==> src/rtl/byte_lane_bridge.sv <==
`timescale 1ns/1ps
module byte_lane_bridge #(
  parameter int ABITS = 4
) (
  input  logic             hclk,
  input  logic             hresetn,
  input  logic             hsel,
  input  logic [ABITS-1:0] haddr,
  input  logic [1:0]       htrans,
  input  logic             hwrite,
  input  logic [2:0]       hsize,
  input  logic             hready,
  input  logic [31:0]      hwdata,
  output logic [31:0]      hrdata,
  output logic             hreadyout,
  output logic             hresp
);
  localparam int DEPTH = 1 << ABITS;

  logic [7:0]       mem [DEPTH];
  logic             dp_wr, dp_rd, err1, err2;
  logic [ABITS-1:0] dp_addr;
  logic             req, is_byte;
  logic [7:0]       rd_byte, wr_byte;

  assign req     = hsel && htrans[1];
  assign is_byte = (hsize == 3'b000);
  assign wr_byte = hwdata[8*dp_addr[1:0] +: 8];
  assign rd_byte = mem[dp_addr];

  always_ff @(posedge hclk or negedge hresetn) begin
    if (!hresetn) begin
      dp_wr   <= 1'b0;
      dp_rd   <= 1'b0;
      err1    <= 1'b0;
      err2    <= 1'b0;
      dp_addr <= '0;
      for (int i = 0; i < DEPTH; i++) mem[i] <= '0;
    end else begin
      err2 <= err1;
      if (hready) begin
        dp_wr   <= req && is_byte && hwrite;
        dp_rd   <= req && is_byte && !hwrite;
        err1    <= req && !is_byte;
        dp_addr <= haddr;
      end else begin
        dp_wr <= 1'b0;
        dp_rd <= 1'b0;
        err1  <= 1'b0;
      end
      if (dp_wr) mem[dp_addr] <= wr_byte;
    end
  end

  assign hrdata    = dp_rd ? {4{rd_byte}} : 32'h0;
  assign hreadyout = !err1;
  assign hresp     = err1 || err2;

  AST_LANES_MATCH: assert property (@(posedge hclk) disable iff (!hresetn)
    (hrdata[15:8] == hrdata[7:0]) && (hrdata[23:16] == hrdata[7:0]) && (hrdata[31:24] == hrdata[7:0]));
  AST_BYTE_OKAY: assert property (@(posedge hclk) disable iff (!hresetn)
    (hready && hsel && htrans[1] && hsize == 3'b000) |=> (hreadyout && !hresp));
  AST_IDLE_OKAY: assert property (@(posedge hclk) disable iff (!hresetn)
    (hready && !(hsel && htrans[1])) |=> (hreadyout && !hresp && hrdata == 32'h0));
  AST_WIDE_ERR_FIRST: assert property (@(posedge hclk) disable iff (!hresetn)
    (hready && hsel && htrans[1] && hsize != 3'b000) |=> (!hreadyout && hresp));
  AST_WIDE_ERR_SECOND: assert property (@(posedge hclk) disable iff (!hresetn)
    $fell(hreadyout) |=> (hreadyout && hresp));
  AST_WAIT_ONLY_ON_ERR: assert property (@(posedge hclk) disable iff (!hresetn)
    !hreadyout |-> hresp);
  AST_WRITE_NO_RDATA: assert property (@(posedge hclk) disable iff (!hresetn)
    (hready && hsel && htrans[1] && hwrite) |=> (hrdata == 32'h0));
endmodule

==> config.mk <==
export PLATFORM = sky130hd
export DESIGN_NAME = byte_lane_bridge
export DESIGN_NICKNAME = d
export VERILOG_FILES = /design/src/rtl/byte_lane_bridge.sv
export SDC_FILE = /design/constraint.sdc
export NUM_CORES = 1
export LEC_CHECK = 0
export BUFFER_PORTS_ARGS = -buffer_cell sky130_fd_sc_hd__buf_4
export CAP_MARGIN = 0
export CORE_UTILIZATION = 30
export CTS_CLUSTER_DIAMETER = 30
export DETAILED_ROUTE_END_ITERATION = 12
export HOLD_SLACK_MARGIN = 0.03
export PLACE_DENSITY = 0.56
export REMOVE_ABC_BUFFERS = 1
export SLEW_MARGIN = 20
export SYNTH_ARGS = -nofsm -noshare
export SYNTH_HDL_FRONTEND = slang
export SYNTH_SLANG_ARGS = --single-unit
==> constraint.sdc <==
create_clock -name hclk -period 2.45 [get_ports hclk]
set_input_delay 0.3675 -clock hclk [delete_from_list [all_inputs] [get_ports hclk]]
set_output_delay 0.3675 -clock hclk [all_outputs]
set_load 0.005 [all_outputs]
# Word level (Yosys, flattened, before mapping)
# Index checks and enable logic that the tools add are counted.
# op_classes
order_cmp	2
shift	1
n_mux	10
bitwise_logic	1
reduce_logical	11
# op_table
operator	count
$bwmux 128	1
$bmux 8 s4	1
$demux 8 s4	1
$mux 32	1
$shiftx 32x6->8	1
$mux 8	3
$logic_and 1x1->1	6
$ge 5x5->1 const B	1
$lt 5x1->1 const B	1
$not 4->5	1
$logic_not 1->1	3
$logic_not 3->1	1
$mux 1	3
$logic_or 1x1->1	1
# totals
register_bits	136
input_bits	46
out_inout_bits	34
wordCells	46

# Logic depth before layout (Yosys ltp)
# depth
depth_word	6
mapped_depth	9
depth_no_buf	4

# Least setup slack after synthesis
# Ideal clock, no wire load.
# synth_timing
path_type	register to output
start	register dp_addr[0]
end	output port hrdata[17]
t_arrival_ns	1.805
required_time_ns	2.082
path_slack_ns	0.277
stages_incl_launch_ff	8
path_buffers	4
path_cell_list	dfrtp_1 -> buf_6 -> buf_6 -> buf_6 -> mux4_2 -> o221ai_1 -> o21ai_0 -> buf_4
# synth_between
elab_chain_len	5
# synth_rtl
item	line_no	source
start, declared	22	logic [ABITS-1:0] dp_addr;
start signal, assigned	45	dp_addr <= haddr;
$not 4->5 (implied by the code)	29	assign rd_byte = mem[dp_addr];
$bmux 8 s4	29	
$mux 8 (implied by the code) (2 in a row)	29	
$mux 32	55	assign hrdata = dp_rd ? {4{rd_byte}} : 32'h0;
end, declared	14	output logic [31:0] hrdata,
# No other way between the ends. The select of a mux whose other input is x is not followed.

# Worst setup path in the final report
# layout_timing
start	register dp_addr[0]
end	output port hrdata[15]
# The elaborated chain is that of the path after synthesis.

==> impl_metrics.json <==
{
  "outcome": "finished, violations left",
  "violations": "setup timing",
  "min_period_ps": 2550,
  "post-route-util_pct": 38.2,
  "h-tree-depth": 4,
  "gp_congestion": 0.736,
  "cts-buffers-inserted": 17,
  "grt_pass1_vias": 4391,
  "synth_top_family_by_area": "multiplexers",
  "n_fill_cell": 2027,
  "synth_cell_types": 32,
  "hold_viol": 0,
  "synth_mux_area_share_pct": 37.2,
  "ir_worst_vdd_v": 0.000447,
  "postSynthCellCount": 434,
  "p_int_w": 0.00446,
  "pwr-share-seq_pct": 40.8,
  "die_h_um": 151,
  "synth_top_area_share_pct": 51.2,
  "grt_start_max_net_pins": 58,
  "hold_end": "dp_rd",
  "portBuffers": 78,
  "p_total_w": 0.00578,
  "ys_warn_count": 0,
  "yosys.area_share.adder_pct": 0,
  "clock_sinks": 136,
  "min_path_type": "in -> reg",
  "cap_viol_max_count": 0,
  "seq_area_um2": 3400,
  "synth-edff-count": 0,
  "power_frac_comb_pct": 11.0,
  "diodes": 0,
  "vias_per_cell": 4.91,
  "min_from": "hwrite",
  "critPathArrivalTime_ps": 2180,
  "drv_slew": 0,
  "synthFlopType": "dfrtp_1",
  "drc": 0,
  "syn2layout_area_growth_pct": 24.8,
  "die-area_um2": 22800,
  "drt_iter0_drc": 149,
  "dr.pass1.iters": 5,
  "antenna_found_initial": 0,
  "clk_latency_ps": 410,
  "reg2reg_depth": 6,
  "clock_power_share_pct": 48.2,
  "ios": 80,
  "synth.avg_cell_area_um2": 15.3,
  "yosysTopAreaCell": "dfrtp_1",
  "cts_tree": "done",
  "syn_area_um2": 6650,
  "worst_slack_ps": -95.7,
  "worst-r2r-setup-slack_ps": 120,
  "power_switching_w": 0.00131,
  "vias": 3946,
  "dp.final_hpwl_um": 10700,
  "grt_use_total_pct": 15.3,
  "crit_type": "reg -> out",
  "synth_xor_xnor_area_share_pct": 0,
  "relSlewSlack_pct": 53.6,
  "start_util_pct": 30.6,
  "core_area_um2": 21800,
  "finalClockSkew_ps": 4.63,
  "synth_top_cells_by_count": "dfrtp_1 (136), mux2_2 (132), buf_4 (25)",
  "totalWireLength_um": 15700,
  "setup_violations": 32,
  "crit_path_end_kind": "output pin",
  "finalSetupTns_ps": -1980,
  "fin_crit_sh_pct": 104,
  "multi_input_comb_area_um2": 2970,
  "switching_share_pct": 22.7,
  "grt_pass1_wl_um": 25200,
  "layout.nets": 557,
  "die_x_um": 151,
  "yosysSeqAreaShare_pct": 51.2,
  "clock-root-buffer": "clkbuf_16",
  "worst_slew_pin_slew_ps": 696,
  "post-place-cells": 762,
  "wl_per_cell_um": 19.5,
  "clk_pin_slew_ps": 50,
  "r2r_start": "dp_addr[0]",
  "stdcell_count": 804,
  "drive_gt1_share_pct": 63.4,
  "synth_compound_area_share_pct": 2.33,
  "postRouteAntennaNets": 0,
  "synth.most_common_cell": "dfrtp_1",
  "ys_ff_latch": 136,
  "fmax_mhz": 393,
  "r2r-end": "mem[58]",
  "grt.overflow.total": 0,
  "cts.path.max_buffers": 2,
  "async_reset_ff_share_pct": 100,
  "powerDensity_nw_per_um2": 696,
  "synthSimpleGateAreaFrac_pct": 3.93,
  "p_leak_nw": 3.85,
  "cp_data_required_time_ps": 2080,
  "whs_path_depth": 2,
  "setup.worst_path.start_class": "flip-flop",
  "std_cell_rows": 54,
  "post_synth_main_area_contributors": "dfrtp_1 (51%), mux2_2 (22%), mux4_2 (7.4%)",
  "grt_setup_unrepaired": "true",
  "critPathMaxFanout": 4
}
## worst max-delay path by stage
stage / start / to / slack [ps] / cells past startpoint
2_1_floorplan: dp_addr[0] / mem[48] / -910 / 3
3_3_place_gp: dp_addr[0] / hrdata[20] / 10 / 5
3_5_place_dp: dp_addr[0] / hrdata[20] / -90 / 5
4_1_cts: dp_addr[0] / hrdata[30] / -140 / 7
5_1_grt: dp_addr[0] / hrdata[21] / -190 / 8
6_report: dp_addr[0] / hrdata[15] / -100 / 6
## registers in the layout, summed over array words and instances, names as in the netlist
register	count
mem	128
dp_addr	4
dp_rd	1
dp_wr	1
err1	1
err2	1
## power by group through the flow
stage / Sequential, W / Combinational, W / Clock [W]
3_5_place_dp: 0.00239 / 0.000584 / 0
5_1_grt: 0.00236 / 0.000689 / 0.00295
4_1_cts: 0.00235 / 0.000643 / 0.00285
2_1_floorplan: 0.00243 / 0.000264 / 0
3_3_place_gp: 0.00239 / 0.000568 / 0
6_report: 0.00236 / 0.000637 / 0.00278
## stage by stage
| step | setup WS [ps] | instance area, um2 | hold slack (ps) |
|---|---|---|---|
| floorplan | -912 | 6310 | 71.9 |
| CTS | -141 | 8290 | 92.0 |
| global placement | 9.90 | 7440 | 327 |
| detailed placement | -92.6 | 7440 | 342 |
| finish | -95.7 | 8300 | 106 |
| global route | -189 | 8300 | 107 |
## logic make-up after synthesis
logic type	Yosys count
buf+inv	51
flops	136
simple gates	35
mux	187
compound gates	25
## cell type report
class	count	share of cell area (%)
sequential	136	41.0
multi-input combinational	247	35.8
timing repair buffer	106	10.9
clock buffer	19	5.46
tap	280	4.22
clock inverter	13	2.41
inverter	3	0.166
## metal layers
layer	track usage (%)	wire length (um)	vias up
met1	20.3	7380	2069
met2	25.0	7560	98
met4	5.05	242	0
met3	3.22	511	17
met5	0	0	-
li1	-	-	1762
## cell usage in the layout, fill, tap and decap left out, types with 2 or more instances in the layout
cell type   count
dfrtp_1       135
mux2_2        132
buf_4          97
mux4_2         25
mux2i_1        18
clkbuf_16      17
o21ai_2         9
nor2_2          7
mux4_1          7
nand2_1         6
a221oi_1        5
o21ai_1         5
bufinv_16       5
buf_12          5
mux2i_2         4
clkinvlp_4      4
clkinv_2        4
nand2b_1        3
nand3_1         3
nor2_1          3
nor2_4          3
nor3_4          3
a221oi_2        2
inv_1           2
clkbuf_8        2
buf_16          2
## critical path, cell delays in order, from the launching register on
cell and delay, ps:
dfrtp_2 420, buf_4 160, buf_16 110, mux4_2 540, mux2i_2 210, o21ai_2 130
buf_4 180
## repair_timing
action,CTS,global route
hold buffers,1,0
pin swaps,6,3
setup buffers,6,2
setup endpoints to repair,32,48
gates cloned,2,0
hold endpoints to repair,28,0
gates resized for setup,35,10
Note: power is estimated with default switching activity, not from simulation.
